File: config.mk
export PLATFORM = sky130hd
export DESIGN_NAME = cfgprom_seq
export DESIGN_NICKNAME = d
export VERILOG_FILES = /design/src/rtl/cfgprom_pkg.sv /design/src/rtl/cfgprom_seq.sv
export SDC_FILE = /design/constraint.sdc
export NUM_CORES = 1
export LEC_CHECK = 0
export BUFFER_PORTS_ARGS = -buffer_cell sky130_fd_sc_hd__clkbuf_2
export CAP_MARGIN = 0
export CORE_MARGIN = 8
export CORE_UTILIZATION = 40
export CTS_CLUSTER_DIAMETER = 80
export DETAILED_ROUTE_END_ITERATION = 12
export GPL_TIMING_DRIVEN = 0
export SLEW_MARGIN = 20
export SYNTH_ARGS = -nofsm -noshare
export SYNTH_HDL_FRONTEND = slang
export SYNTH_SLANG_ARGS = --single-unit
File: constraint.sdc
create_clock -name clk -period 2.3 [get_ports clk]
set_input_delay 0.115 -clock clk [delete_from_list [all_inputs] [get_ports clk]]
set_output_delay 0.115 -clock clk [all_outputs]
set_load 0.01 [all_outputs]
File: src/rtl/cfgprom_pkg.sv
package cfgprom_pkg;
  localparam int WORD_W = 16;
  localparam int BYTE_W = 8;
  localparam logic [BYTE_W-1:0] CRC_POLY_REFL = 8'hAB;
  localparam logic [BYTE_W-1:0] CRC_SEED      = 8'hFF;
  localparam logic [BYTE_W-1:0] CRC_XOROUT    = 8'hFF;

  typedef enum logic [2:0] {
    ST_IDLE,
    ST_FETCH,
    ST_LOW,
    ST_HIGH,
    ST_FINAL
  } chk_state_e;
endpackage

File: src/rtl/cfgprom_seq.sv
module cfgprom_seq
  import cfgprom_pkg::*;
#(
  parameter int SHORT_WORDS = 64,
  parameter int LONG_WORDS  = 220,
  parameter int ADDR_W      = $clog2(LONG_WORDS)
) (
  input  logic              clk,
  input  logic              rst_n,
  input  logic              start,
  output logic              rd_en,
  output logic [ADDR_W-1:0] rd_addr,
  input  logic [WORD_W-1:0] rd_data,
  input  logic [BYTE_W-1:0] crc_q,
  output logic              seed_en,
  output logic              feed_en,
  output logic [BYTE_W-1:0] feed_byte,
  output logic              done,
  output logic              valid,
  output logic              size_long,
  output logic [BYTE_W-1:0] revision
);
  localparam logic [ADDR_W-1:0] LAST_SHORT = ADDR_W'(SHORT_WORDS - 1);
  localparam logic [ADDR_W-1:0] LAST_LONG  = ADDR_W'(LONG_WORDS - 1);

  chk_state_e        state_q, state_d;
  logic [ADDR_W-1:0] idx_q, idx_d;
  logic              long_q, long_d;
  logic [BYTE_W-1:0] hi_q, hi_d;
  logic [BYTE_W-1:0] exp_q, exp_d;
  logic [BYTE_W-1:0] rev_q, rev_d;
  logic              done_q, done_d;
  logic              valid_q, valid_d;
  logic              slong_q, slong_d;
  logic [BYTE_W-1:0] revo_q, revo_d;
  logic [ADDR_W-1:0] last_idx;
  logic              crc_match;

  assign last_idx  = long_q ? LAST_LONG : LAST_SHORT;
  assign crc_match = ((crc_q ^ CRC_XOROUT) == exp_q);

  always_comb begin
    state_d   = state_q;
    idx_d     = idx_q;
    long_d    = long_q;
    hi_d      = hi_q;
    exp_d     = exp_q;
    rev_d     = rev_q;
    done_d    = 1'b0;
    valid_d   = valid_q;
    slong_d   = slong_q;
    revo_d    = revo_q;
    rd_en     = 1'b0;
    rd_addr   = idx_q;
    seed_en   = 1'b0;
    feed_en   = 1'b0;
    feed_byte = rd_data[BYTE_W-1:0];
    unique case (state_q)
      ST_IDLE: begin
        if (start) begin
          seed_en = 1'b1;
          idx_d   = '0;
          long_d  = 1'b0;
          valid_d = 1'b0;
          slong_d = 1'b0;
          revo_d  = '0;
          state_d = ST_FETCH;
        end
      end
      ST_FETCH: begin
        rd_en   = 1'b1;
        state_d = ST_LOW;
      end
      ST_LOW: begin
        feed_en = 1'b1;
        hi_d    = rd_data[WORD_W-1:BYTE_W];
        if (idx_q == last_idx) begin
          exp_d   = rd_data[WORD_W-1:BYTE_W];
          rev_d   = rd_data[BYTE_W-1:0];
          state_d = ST_FINAL;
        end else begin
          state_d = ST_HIGH;
        end
      end
      ST_HIGH: begin
        feed_en   = 1'b1;
        feed_byte = hi_q;
        rd_en     = 1'b1;
        rd_addr   = idx_q + 1'b1;
        idx_d     = idx_q + 1'b1;
        state_d   = ST_LOW;
      end
      ST_FINAL: begin
        if (crc_match || long_q) begin
          done_d  = 1'b1;
          valid_d = crc_match;
          slong_d = long_q;
          revo_d  = rev_q;
          state_d = ST_IDLE;
        end else begin
          seed_en = 1'b1;
          idx_d   = '0;
          long_d  = 1'b1;
          state_d = ST_FETCH;
        end
      end
      default: state_d = ST_IDLE;
    endcase
  end

  always_ff @(posedge clk or negedge rst_n) begin
    if (!rst_n) begin
      state_q <= ST_IDLE;
      idx_q   <= '0;
      long_q  <= 1'b0;
      hi_q    <= '0;
      exp_q   <= '0;
      rev_q   <= '0;
      done_q  <= 1'b0;
      valid_q <= 1'b0;
      slong_q <= 1'b0;
      revo_q  <= '0;
    end else begin
      state_q <= state_d;
      idx_q   <= idx_d;
      long_q  <= long_d;
      done_q  <= done_d;
      valid_q <= valid_d;
      slong_q <= slong_d;
      revo_q  <= revo_d;
      if (state_q == ST_LOW) begin
        hi_q  <= hi_d;
        exp_q <= exp_d;
        rev_q <= rev_d;
      end
    end
  end

  assign done      = done_q;
  assign valid     = valid_q;
  assign size_long = slong_q;
  assign revision  = revo_q;

  AST_ADDR_IN_RANGE: assert property (@(posedge clk) disable iff (!rst_n)
    rd_en |-> (rd_addr <= last_idx));
  AST_IDLE_NO_READ: assert property (@(posedge clk) disable iff (!rst_n)
    (state_q == ST_IDLE) |-> !rd_en);
  AST_RETRY_ONCE: assert property (@(posedge clk) disable iff (!rst_n)
    (state_q == ST_FINAL && !crc_match) |-> ##1 (done || long_q));
  AST_FAIL_IS_LONG: assert property (@(posedge clk) disable iff (!rst_n)
    (done && !valid) |-> size_long);
  AST_DONE_PULSE: assert property (@(posedge clk) disable iff (!rst_n)
    done |=> !done);
  AST_RESULT_HOLD: assert property (@(posedge clk) disable iff (!rst_n)
    (!done && !$past(start)) |-> $stable({valid, size_long, revision}));
endmodule

### Yosys cells after proc, flatten, opt, wreduce, memory -nomap -nowiden

Index checks and enable logic that the tools add are counted.
Widths: inputs -> output; s select.

| storage, ports and cells | value |
|---|---|
| output and inout port bits | 30 |
| logic and storage cells | 57 |
| input port bits | 27 |
| register bits | 47 |

| cells by class | value |
|---|---|
| equality and inequality tests | 9 |
| reduce and logical (&&, ||, !) cells | 10 |
| bitwise gates (word level) | 1 |
| multiplexer cells | 26 |
| add/subtract/negate cells | 1 |

Operators with widths:

| kind | count |
|---|---|
| $mux 8 | 6 |
| $pmux 8 s3 | 1 |
| $eq 8x8->1 | 2 |
| $pmux 8 s2 | 1 |
| $pmux 3 s4 | 1 |
| $mux 1 | 11 |
| $reduce_and 3->1 | 3 |
| $add 8x1->8 const B | 1 |
| $not 8->8 | 1 |
| $pmux 1 s2 | 4 |
| $eq 3x2->1 const B | 2 |
| $mux 3 | 2 |
| $ne 2x2->1 const B | 3 |
| $reduce_or 2->1 | 2 |
| $eq 3x1->1 const B | 1 |
| $eq 3x3->1 const B | 1 |
| $logic_not 3->1 | 1 |
| $reduce_bool 3->1 | 1 |
| $reduce_and 2->1 | 1 |
| $reduce_bool 2->1 | 1 |
| $logic_or 1x1->1 | 1 |

### Longest topological paths before layout

Gate-level depths: netlist (run 1).

| logic depth | value |
|---|---|
| depth after elaboration | 5 |
| depth in mapped cells | 7 |
| gate-level depth less buffers | 5 |

### Worst setup path after synthesis (run 1)

OpenSTA, ideal clock, no wires.

| timing | value |
|---|---|
| kind | register -> register |
| from | register idx_q[2] |
| to | register exp_q[0] |
| path slack | 515 ps |
| period minus slack after synthesis | 1785 ps |
| path buffers | 3 |
| stages on the path, launching flop included | 8 |
| library setup time | 125 ps |
| arrival time | 1660 ps |
| path through | dfrtp_1 buf_6 and3_1 buf_6 and4_4 o21ai_4 buf_12 mux2_4 |

| on the way | value |
|---|---|
| word-level cells in the longest chain between the ends | 2 |

RTL lines:

| element | RTL line | RTL |
|---|---|---|
| start: declaration | cfgprom_seq.sv:27 | `logic [ADDR_W-1:0] idx_q, idx_d;` |
| start signal: assignment | cfgprom_seq.sv:125 | `idx_q <= idx_d;` |
| $eq 8x8->1 | cfgprom_seq.sv:77 | `if (idx_q == last_idx) begin` |
| $reduce_and 2->1 (no line) | -- |  |
| end signal: assignment | cfgprom_seq.sv:133 | `exp_q <= exp_d;` |
| end: declaration | cfgprom_seq.sv:30 | `logic [BYTE_W-1:0] exp_q, exp_d;` |

No other way between the ends.
A chain may end at the register's enable or synchronous reset.

### Final worst setup path (run 1)

| timing | value |
|---|---|
| from | register state_q[1] |
| to | output seed_en |

| on the way | value |
|---|---|
| word-level cells in the longest chain between the ends | 2 |
| elaborated cells between the ends (all ways) | 3 |
| those cells by class | eq/ne: 1; mux: 1; reduce/logical: 1 |

RTL lines:

| element | RTL line | RTL |
|---|---|---|
| start: declaration | cfgprom_seq.sv:26 | `chk_state_e state_q, state_d;` |
| start signal: assignment | cfgprom_seq.sv:124 | `state_q <= state_d;` |
| $eq 3x3->1 / $logic_not 3->1 (equally long branches) | cfgprom_seq.sv:58 | `unique case (state_q)` |
| $pmux 1 s2 (*) | cfgprom_seq.sv:58 |  |
| end: declaration | cfgprom_seq.sv:15 | `output logic seed_en,` |

Every way passes the cells marked *; elsewhere a longest branch is shown, timed or not.

==> results.md, run 1 <==
* Distinct cell type count after synthesis at 50
* Clock tree from TritonCTS: yes
* Gr usage total at 15.5%
* Clock latency on the worst-skew pair at 0.30 ns
* Detailed-routing iteration count for the pre-antenna-repair pass at 4
* Buffer type at the clock tree root: sky130_fd_sc_hd__clkbuf_8
* Wire length of the first global-routing pass at 12.3 mm
* Startpoint of the worst hold path: rd_data[9]
* Category of the critical setup timing path: flop to output port
* Register area share after synthesis at 42.2%
* Mean routed wirelength per cell at 17.6 um
* Minimum setup slack after placement at 0.260 ns
* Row count at 30
* Final net count at 375
* Worst hold path endpoint: exp_q[1]$_DFFE_PN0P_
* Half-perimeter wire length after placement at 5.43 mm
* Worst reg-to-reg path cell count at 6
* Post-route antenna net violation count at 0
* Count of boundary I/O pins at 57
* Critical path capture point type: output port
* Fraction of final layout cells sized beyond drive strength 1 at 33.1%
* Overall routed net length at 7.52 mm
* Kind of path behind the tightest hold check: primary input to flop
* Status: finished clean
* Setup crit start kind: flop
* Port Buffer Count at 56
* Clock-pin slew reported for the worst setup and hold paths after clock tree synthesis at 0.09 ns
* Average footprint of a synthesized cell at 9.80 um2
* Cells after Synth at 284
* Reg2reg end: rev_q[6]$_DFFE_PN0P_
* Final routed DRC violation total at 0
* Power per cell area at 931 nW/um2
* Total vias in the final route at 2,431
* Global placer's final weighted congestion at 0.806
* Library cell with the largest summed area after synthesis: sky130_fd_sc_hd__dfrtp_1
* Post-synth top flop: sky130_fd_sc_hd__dfrtp_1
* FMAX at 0.466 GHz
* Post-layout minimum cycle time at 2.15 ns
* Die width at 99.4 um
* Measured slew at the worst slew-check pin at 1.06 ns
* Max H-tree Level at 2
* Syn_nets at 313
* Maximum number of pins on one net before global-route repair at 48
* Total standard cell area after synthesis at 2780 um2
* Final number of setup-violating endpoints at 0
* Remaining global-route overflow at 0
* Initial antenna violation count at 0
* Final clock period utilization by the worst path at 93.3%
* Share of synthesized registers carrying an async set or reset at 100%
* Per-cell via count in the routed design at 5.69
* Syn-to-layout area delta at 17.3%
* Hold path depth at 2
* Clock sink total at 47
* Critical path data required time at 2.18 ns
* Final count of pins violating max slew at 0
* Core Region at 6760 um2
* Number of buffers created by CTS at 5
* Setup WS post-layout at 0.154 ns
* Cell Area, Placed at 3170 um2
* Leakage power at 1.54 nW
* Reg-to-reg slack, setup at 0.27 ns
* Height of the chip at 99.4 um
* Number of DRC markers after the initial detailed-route iteration at 189
* Flip-flop and latch count after synthesis at 47
* Setup TNS after final layout at 0 ns
* Die ar. at 9890 um2
* Number of synthesized flops with an enable pin at 0
* Cell types with the largest area share after synthesis: sky130_fd_sc_hd__dfrtp_1, sky130_fd_sc_hd__mux2_2, sky130_fd_sc_hd__nand2_1
* Relative slew slack at 29.2%
* Setup repair after global routing missed its margin: no
* Yosys top cell area share at 42.2%
* WP data arrival at 2.03 ns
* Number of max-cap violations at 0
* Number of endpoints with negative hold slack in the final report at 0
* Initial core utilization at 41.2%
* Number of warnings issued by yosys at 0
* Number of global-route vias before repair at 2,515
* Highest net fanout along the worst path at 10
* Setup repair bufs after CTS at 0
* Design area at 3260 um2
* R2R Path Start: idx_q[1]$_DFFE_PN0P_
* Maximum clock skew at final layout at 0.00637 ns
* Peak supply drop at 610 uV
* Antenna cell count at 0
* Clock tree buffer depth at 2
==> per-layer routing <==
metal  track usage [%]  share of wire, %
met1              20.2                47
met2              24.5                46
met3              4.19               6.2
met4              4.19              0.62
met5                 0                 0
==> final cells by class <==
type	count	area [um2]
sequential	47	1180
buffer	20	126
fill	659	3490
clock inverter	2	16.3
timing repair buffer	57	293
inverter	6	22.5
tap	80	100
clock buffer	6	72.6
multi-input combinational	209	1460
==> worst max path at each step <==
stage / from / slack (ns) / cells past startpoint / endpoint
CTS: state_q[2]$_DFFE_PN0P_ / 0.02 / 7 / rd_addr[0]
global placement: exp_q[4]$_DFFE_PN0P_ / 0.29 / 7 / seed_en
floorplan: idx_q[2]$_DFFE_PN0P_ / 0.52 / 7 / exp_q[0]$_DFFE_PN0P_
finish: state_q[1]$_DFFE_PN0P_ / 0.15 / 4 / seed_en
global route: state_q[1]$_DFFE_PN0P_ / 0.03 / 4 / seed_en
detailed placement: state_q[2]$_DFFE_PN0P_ / 0.26 / 7 / idx_q[0]$_DFFE_PN0P_
==> state kept, by name (all words and copies together) (netlist names), 3 cells and up <==
register  flops
revision      8
rev_q         8
exp_q         8
hi_q          8
state_q       3
idx_q         8
==> through the flow <==
step	util (%)	hold slack [ns]	power, mW	std cells
finish	48.3	0.0549	3.04	427
global route	48.3	0.0336	3.27	427
CTS	48.2	0.0460	3.06	427
detailed placement	46.9	0.224	2.53	420
global placement	46.8	0.364	2.50	420
floorplan	-	-0.181	2.06	284
==> cells in the mapped netlist (3+ instances only) <==
| master | n |
|---|---|
| sky130_fd_sc_hd__a2111oi_0 | 6 |
| sky130_fd_sc_hd__a21o_1 | 3 |
| sky130_fd_sc_hd__a21oi_1 | 5 |
| sky130_fd_sc_hd__a31oi_1 | 10 |
| sky130_fd_sc_hd__and3_1 | 10 |
| sky130_fd_sc_hd__buf_2 | 7 |
| sky130_fd_sc_hd__clkbuf_1 | 9 |
| sky130_fd_sc_hd__dfrtp_1 | 47 |
| sky130_fd_sc_hd__inv_1 | 4 |
| sky130_fd_sc_hd__mux2_2 | 15 |
| sky130_fd_sc_hd__mux2_4 | 9 |
| sky130_fd_sc_hd__nand2_1 | 40 |
| sky130_fd_sc_hd__nand2b_1 | 3 |
| sky130_fd_sc_hd__nand3_1 | 11 |
| sky130_fd_sc_hd__nand4_1 | 12 |
| sky130_fd_sc_hd__nor2_1 | 8 |
| sky130_fd_sc_hd__nor3_1 | 3 |
| sky130_fd_sc_hd__nor3b_1 | 9 |
| sky130_fd_sc_hd__o21ai_0 | 16 |
| sky130_fd_sc_hd__o31ai_1 | 6 |
| sky130_fd_sc_hd__or3_1 | 4 |
| sky130_fd_sc_hd__xor2_1 | 10 |
==> logic make-up after synthesis <==
logic type	share of synthesized area [%]
xor gates and xnor gates	3.46
adders and majority gates	0.899
buffers and inverters	5.48
and+or+nand+nor	23.2
DFF	42.2
AOI/OAI and AO/OA	13.8
muxes	10.9
==> cells in the final DEF, fill, tap and decap left out, drive strengths merged, types with 2 or more instances in the layout <==
| cell type | netlist | routed |
|---|---|---|
| a21oi | 6 | 6 |
| a21o | 3 | 3 |
| o21ai | 19 | 19 |
| nor2b | 2 | 2 |
| inv | 6 | 7 |
| clkbuf | 9 | 70 |
| a2111oi | 6 | 6 |
| a31oi | 10 | 10 |
| and2 | 2 | 2 |
| nor2 | 9 | 9 |
| nor3 | 3 | 3 |
| and3 | 10 | 10 |
| nor4b | 2 | 2 |
| o31ai | 6 | 6 |
| nand4 | 12 | 12 |
| nand2b | 3 | 3 |
| dfrtp | 47 | 47 |
| or3 | 4 | 4 |
| and4 | 3 | 3 |
| buf | 13 | 12 |
| nand3 | 11 | 11 |
| ha | 2 | 2 |
| nand2 | 40 | 40 |
| or2 | 2 | 2 |
| nor3b | 9 | 9 |
| xor2 | 10 | 10 |
| mux2 | 24 | 24 |
==> critical path, cell delays in order (launching register included) <==
cell and delay [ns]:
sky130_fd_sc_hd__dfrtp_1 0.37, sky130_fd_sc_hd__buf_4 0.16, sky130_fd_sc_hd__nor4b_2 0.92, sky130_fd_sc_hd__a21o_1 0.15
sky130_fd_sc_hd__clkbuf_2 0.13
==> where the power goes <==
group	switching [mW]	internal [mW]
clock network	0.305	0.219
registers	0.119	0.982
logic	0.825	0.588
total	1.25	1.79
==> what timing repair did <==
| item | in CTS | in global routing |
|---|---|---|
| setup endpoints to repair | 1 | 12 |
| gates resized for setup | 0 | 7 |
| endpoints found under the hold margin | 47 | 0 |
| hold buffers | 1 | 0 |
No activity file was read; power rests on OpenSTA's default activity.
==> run 2: changes to the inputs <==
--- a/config.mk
+++ b/config.mk
@@ -7,7 +7,7 @@
 export LEC_CHECK = 0
 export BUFFER_PORTS_ARGS = -buffer_cell sky130_fd_sc_hd__clkbuf_2
 export CAP_MARGIN = 0
-export CORE_MARGIN = 8
+export CORE_MARGIN = 5
 export CORE_UTILIZATION = 40
 export CTS_CLUSTER_DIAMETER = 80
 export DETAILED_ROUTE_END_ITERATION = 12
==> results.md, run 2 (synthesis results as in run 1) <==
* Status: finished clean
* Highest net fanout along the worst path at 10 (unchanged)
* Clock-pin slew reported for the worst setup and hold paths after clock tree synthesis at 0.10 ns (about the same)
* Post-layout minimum cycle time at 2.18 ns (+0.0297 ns)
* Half-perimeter wire length after placement at 5.18 mm (-4.6%)
* Clock latency on the worst-skew pair at 0.31 ns (about the same)
* Final net count at 374 (-0.27%)
* Measured slew at the worst slew-check pin at 0.974 ns (-0.0864 ns)
* Clock sink total at 47 (unchanged)
* Count of boundary I/O pins at 57 (unchanged)
* Clock tree buffer depth at 2 (unchanged)
* Setup repair after global routing missed its margin: no
* Number of buffers created by CTS at 5 (unchanged)
* Die ar. at 8730 um2 (-12%)
* Critical path data required time at 2.18 ns (about the same)
* Final count of pins violating max slew at 0 (unchanged)
* Category of the critical setup timing path: flop to output port
* Mean routed wirelength per cell at 16.4 um (-6.9%)
* Multi-input combinational cell area at 1460 um2 (unchanged)
* Worst-case hold slack at 0.0466 ns (-0.00828 ns)
* Critical Path Max Stage Delay at 0.40 ns (-0.52 ns)
* FMAX at 0.460 GHz (-1.4%)
* Maximum number of pins on one net before global-route repair at 48 (unchanged)
* Wire length of the first global-routing pass at 11.7 mm (-4.7%)
* Commonest non-fill, non-tap cells in the layout: sky130_fd_sc_hd__clkbuf_2, sky130_fd_sc_hd__dfrtp_1, sky130_fd_sc_hd__nand2_1
* Final clock period utilization by the worst path at 94.6% (+1.3 points)
* Post-route antenna net violation count at 0 (unchanged)
* Setup crit start kind: flop
* Relative slew slack at 34.9% (+5.8 points)
* Setup TNS after final layout at 0 ns (unchanged)
* Detailed-routing iteration count for the pre-antenna-repair pass at 4 (unchanged)
* Final number of setup-violating endpoints at 0 (unchanged)
* Standard cell with the maximum stage delay on the critical path: sky130_fd_sc_hd__dfrtp_1
* Number of DRC markers after the initial detailed-route iteration at 143 (-24%)
* Height of the chip at 93.4 um (-6.0%)
* Clock tree from TritonCTS: yes
* Maximum clock skew at final layout at 0.00469 ns (-0.00168 ns)
* Gr usage total at 16.9% (+1.4 points)
* Kind of cell with the highest combined delay on the critical path: flip-flops
* Antenna cell count at 0 (unchanged)
* Die width at 93.4 um (-6.0%)
* Global placer's final weighted congestion at 0.785 (-2.7%)
* CP bufs+invs at 2 (unchanged)
* Most common cell after layout, fill and taps aside: sky130_fd_sc_hd__clkbuf_2
* Number of max-cap violations at 0 (unchanged)
* Core occupancy in the finished layout at 48.3% (about the same)
* Row count at 30 (unchanged)
* Core Region at 6790 um2 (+0.56%)
* Per-cell via count in the routed design at 5.43 (-4.5%)
* Buffer type at the clock tree root: sky130_fd_sc_hd__clkbuf_8
* Remaining global-route overflow at 0 (unchanged)
* Initial core utilization at 41.0% (-0.23 points)
* Leakage power at 1.55 nW (+0.15%)
* Kind of path behind the tightest hold check: primary input to flop
* Overall routed net length at 7.25 mm (-3.6%)
* Number of fillers in the final layout at 680 (+3.2%)
* Port Buffer Count at 56 (unchanged)
* Peak supply drop at 426 uV (-30%)
* Initial antenna violation count at 0 (unchanged)
* WP data arrival at 2.06 ns (+0.03 ns)
* Fraction of final layout cells sized beyond drive strength 1 at 33.2% (+0.096 points)
* Syn-to-layout area delta at 17.9%
* Number of global-route vias before repair at 2,416 (-3.9%)
* Number of endpoints with negative hold slack in the final report at 0 (unchanged)
* Power per cell area at 919 nW/um2 (-1.3%)
* Critical path capture point type: output port
* Sequential cell area at 1180 um2 (unchanged)
* CP cell instances: xor2_1 -> and4_2 -> buf_2 -> a21oi_1 -> a21o_1 -> clkbuf_2
* Max H-tree Level at 2 (unchanged)
* Final routed DRC violation total at 0 (unchanged)
* Total vias in the final route at 2,402 (-1.2%)
* Setup repair bufs after CTS at 0 (unchanged)
-- run 2: what timing repair did --
action,4_1_cts,5_1_grt
gates cloned,0,0
endpoints found under the hold margin,47,0
setup endpoints to repair,2,11
hold buffers,1,0
resized for setup,0,5
-- run 2: per-stage QoR --
stage	setup slack, ns	area [um2]	power (mW)	instances
4_1_cts	0.0373	3280	3.04	442
3_3_place_gp	0.275	3180	2.49	436
3_5_place_dp	0.255	3190	2.52	436
5_1_grt	0.00648	3280	3.26	442
6_report	0.124	3280	3.01	442
2_1_floorplan	0.515	2780	2.06	284
-- run 2: power breakdown --
group          leakage (nW)  internal (mW)  switching [mW]
registers             0.552          0.982           0.117
clock network        0.0485          0.218           0.306
logic                 0.946          0.580           0.811
total                  1.55           1.78            1.23
-- run 2: path summary, 6_finish.rpt --
| check | start | cells past startpoint | endpoint | slack, ns |
|---|---|---|---|---|
| worst max register to register | idx_q[1]$_DFFE_PN0P_ | 6 | rev_q[5]$_DFFE_PN0P_ | 0.28 |
| worst min register to register | valid$_DFFE_PN0P_ | 2 | valid$_DFFE_PN0P_ | 0.49 |
| min in group asynchronous | rst_n | 2 | idx_q[6]$_DFFE_PN0P_ | 0.38 |
| worst max-delay path | exp_q[4]$_DFFE_PN0P_ | 6 | seed_en | 0.12 |
| worst min-delay path | rd_data[14] | 2 | exp_q[6]$_DFFE_PN0P_ | 0.05 |
| max in group asynchronous | rst_n | 2 | idx_q[0]$_DFFE_PN0P_ | 1.46 |
-- run 2: final cells by class --
| type | count | share of cell area, % |
|---|---|---|
| multi-input cells | 209 | 44.4 |
| flip-flops and latches | 47 | 35.8 |
| repair buffers | 57 | 8.92 |
| plain buffers | 19 | 3.70 |
| well taps | 96 | 3.66 |
| clock buffers | 5 | 2.10 |
| clock inverters | 3 | 0.686 |
| inverters | 6 | 0.686 |
-- run 2: routing by layer --
metal,global-route usage [%],part of all wire [%],up-vias
li1,-,-,1164
met3,3.78,6.0,13
met5,0,0,-
met1,23.2,48,1149
met4,7.08,1.5,0
met2,25.7,45,76
-- run 2: worst register-to-register path, delay by kind of cell (launching register included) --
family | cells | cell delay [ns]
DFF | 1 | 0.44
muxes | 1 | 0.29
buffers and inverters | 1 | 0.19
AOI/OAI and AO/OA | 1 | 0.17
adders and majority gates | 1 | 0.34
and+or+nand+nor | 2 | 0.49
==> run 3: changes to the inputs <==
--- a/config.mk
+++ b/config.mk
@@ -5,13 +5,14 @@
 export SDC_FILE = /design/constraint.sdc
 export NUM_CORES = 1
 export LEC_CHECK = 0
-export BUFFER_PORTS_ARGS = -buffer_cell sky130_fd_sc_hd__clkbuf_2
 export CAP_MARGIN = 0
 export CORE_MARGIN = 5
 export CORE_UTILIZATION = 40
 export CTS_CLUSTER_DIAMETER = 80
 export DETAILED_ROUTE_END_ITERATION = 12
+export DONT_BUFFER_PORTS = 1
 export GPL_TIMING_DRIVEN = 0
+export MAX_ROUTING_LAYER = met4
 export SLEW_MARGIN = 20
 export SYNTH_ARGS = -nofsm -noshare
 export SYNTH_HDL_FRONTEND = slang
==> results.md, run 3 (synthesis results as in run 1) <==
* Worst-case hold slack at 0.0180 ns (-0.0287 ns)
* Core Region at 6790 um2 (unchanged)
* Placed cell count at 380 (-13%)
* Setup TNS after final layout at 0 ns (unchanged)
* Final routed DRC violation total at 0 (unchanged)
* Height of the chip at 93.4 um (unchanged)
* Clock tree buffer depth at 2 (unchanged)
* Critical Path Max Stage Delay at 0.47 ns (+0.07 ns)
* Buffer type at the clock tree root: sky130_fd_sc_hd__clkbuf_8
* Standard cell with the maximum stage delay on the critical path: sky130_fd_sc_hd__and4_1
* Initial antenna violation count at 0 (unchanged)
* Top routing layer in use: met4
* Final non-filler cell total at 403 (-8.8%)
* Setup crit start: exp_q[2]$_DFFE_PN0P_
* Number of global-route vias before repair at 2,310 (-4.4%)
* Remaining global-route overflow at 0 (unchanged)
* Worst reg-to-reg path cell count at 6 (unchanged)
* R2R Path Start: idx_q[1]$_DFFE_PN0P_
* Total Power at 2.91 mW (-3.4%)
* Clock network power share at 18.9% (+1.5 points)
* Antenna cell count at 0 (unchanged)
* Final count of pins violating max slew at 0 (unchanged)
* Switching share of power at 41.9% (+0.94 points)
* Max H-tree Level at 2 (unchanged)
* Highest net fanout along the worst path at 10 (unchanged)
* Reg2reg end: exp_q[5]$_DFFE_PN0P_
* Number of DRC markers after the initial detailed-route iteration at 140 (-2.1%)
* Port Buffer Count at 0 (-100%)
* Category of the critical setup timing path: flop to output port
* Half-perimeter wire length after placement at 5.17 mm (-0.14%)
* Global placer's final weighted congestion at 0.792 (+0.85%)
* FMAX at 0.460 GHz (about the same)
* Gr usage total at 17.8% (+0.85 points)
* Number of endpoints with negative hold slack in the final report at 0 (unchanged)
* Initial core utilization at 41.0% (unchanged)
* Total vias in the final route at 2,286 (-4.8%)
* Final net count at 335 (-10%)
* Share of power burned in registers at 38.1% (+1.6 points)
* Number of max-cap violations at 0 (unchanged)
* Syn-to-layout area delta at 14.5%
* Clock latency on the worst-skew pair at 0.31 ns (about the same)
* Wire length of the first global-routing pass at 11.9 mm (+1.7%)
* Row count at 30 (unchanged)
* Power share of the combinational group at 43.0% (-3.1 points)
* CP cell instances: xor2_1 -> and4_1 -> buf_2 -> a21oi_1 -> a21o_1
* Post-layout minimum cycle time at 2.18 ns (-0.000216 ns)
* Most common cell after layout, fill and taps aside: sky130_fd_sc_hd__dfrtp_1
* Number of fillers in the final layout at 655 (-3.7%)
* Clock tree from TritonCTS: yes
* Final number of setup-violating endpoints at 0 (unchanged)
* Clock sink total at 47 (unchanged)
* WP data arrival at 2.06 ns (about the same)
* Internal portion of total power at 1.69 mW (-4.9%)
* Commonest non-fill, non-tap cells in the layout: sky130_fd_sc_hd__dfrtp_1, sky130_fd_sc_hd__nand2_1, sky130_fd_sc_hd__dlygate4sd3_1
* Post-route antenna net violation count at 0 (unchanged)
* Detailed-routing iteration count for the pre-antenna-repair pass at 4 (unchanged)
* Critical path data required time at 2.18 ns (about the same)
* Detail Route met3 WL at 360 um (-18%)
* Capture point of the critical path: seed_en
* Core occupancy in the finished layout at 46.9% (-1.4 points)
* Peak supply drop at 496 uV (+16%)
* Number of buffers created by CTS at 5 (unchanged)
* Die ar. at 8730 um2 (unchanged)
* Sequential cell area at 1180 um2 (unchanged)
* Kind of path behind the tightest hold check: primary input to flop
* Setup crit start kind: flop
* Design area at 3190 um2 (-2.9%)
* Power per cell area at 914 nW/um2 (-0.52%)
* Count of boundary I/O pins at 57 (unchanged)
* Per-cell via count in the routed design at 5.67 (+4.4%)
* Critical path capture point type: output port
* Setup WS post-layout at 0.124 ns (+0.000216 ns)
* Multi-input combinational cell area at 1460 um2 (-0.17%)
* Setup repair bufs after CTS at 0 (unchanged)
* Measured slew at the worst slew-check pin at 1.02 ns (+0.0457 ns)
* Maximum clock skew at final layout at 0.00849 ns (+0.00380 ns)
* Switching pwr at 1.22 mW (-1.2%)
* DR WL met2 at 3.32 mm (+2.8%)
* Setup repair after global routing missed its margin: no
* Leakage power at 1.39 nW (-10%)
* Maximum number of pins on one net before global-route repair at 48 (unchanged)
* Length of routed wiring on met1 at 3.50 mm (+0.66%)
* Mean routed wirelength per cell at 18.2 um (+11%)
* Clock-pin slew reported for the worst setup and hold paths after clock tree synthesis at 0.10 ns (about the same)
* Fraction of final layout cells sized beyond drive strength 1 at 18.6% (-15 points)
* Final clock period utilization by the worst path at 94.6% (about the same)
* Die width at 93.4 um (unchanged)
* Cell Area, Placed at 2900 um2 (-8.9%)
* Reg-to-reg slack, setup at 0.27 ns (about the same)
* Relative slew slack at 31.9% (-3.1 points)
* Minimum setup slack after placement at 0.278 ns (+0.0224 ns)
* Overall routed net length at 7.32 mm (+0.88%)
* Status: finished clean
-- run 3: cell count changes in the layout (fill, tap and decap cells not counted), sizes merged --
cell         previous run  this run
clkinvlp                0         1
clkbuf                 68        12
dlygate4sd3             1        17
clkinv                  2         0
buf                    12        13
inv                     7         8
-- run 3: timing repair --
action                     4_1_cts  5_1_grt
hold buffers                    18        0
resized for setup                0        1
setup endpoints to repair        0        9
hold endpoints to repair        71        0
-- run 3: final cells by class --
| class | instances | share of cell area (%) |
|---|---|---|
| buffer | 19 | 3.77 |
| tap | 96 | 3.77 |
| multi-input combinational | 209 | 45.6 |
| inverter | 6 | 0.706 |
| clock buffer | 5 | 2.16 |
| clock inverter | 3 | 0.863 |
| timing repair buffer | 18 | 6.20 |
| sequential | 47 | 36.9 |
-- run 3: metal layers --
layer	GRT usage, %	vias to the layer above
li1	-	1085
met1	23.9	1106
met2	26.7	83
met3	3.62	12
met4	6.11	0
met5	-	-
-- run 3: worst min path at each step --
stage	slack [ns]	endpoint	depth (start not counted)	from
after global placement	-0.18	idx_q[5]$_DFFE_PN0P_	0	rst_n
after CTS	0.01	long_q$_DFFE_PN0P_	3	start
final	0.02	long_q$_DFFE_PN0P_	3	start
after global routing	0.04	long_q$_DFFE_PN0P_	3	start
after floorplan	-0.18	done$_DFF_PN0_	0	rst_n
after detailed placement	-0.18	idx_q[5]$_DFFE_PN0P_	0	rst_n
-- run 3: worst max-delay path: cells and delay by family, from the launching register on --
family / cells / cell delay [ns]
AND/OR/NAND/NOR: 1 / 0.47
AO/OA/AOI/OAI: 2 / 0.39
XOR/XNOR: 1 / 0.16
flip-flops: 1 / 0.41
buffers and inverters: 1 / 0.31
-- run 3: power by group through the flow --
| stage | sequential (mW) | combinational (mW) | clock (mW) |
|---|---|---|---|
| 5_1_grt | 1.13 | 1.39 | 0.604 |
| 2_1_floorplan | 1.09 | 0.969 | 0 |
| 6_report | 1.11 | 1.25 | 0.551 |
| 4_1_cts | 1.11 | 1.26 | 0.567 |
| 3_3_place_gp | 1.12 | 1.19 | 0 |
| 3_5_place_dp | 1.13 | 1.21 | 0 |
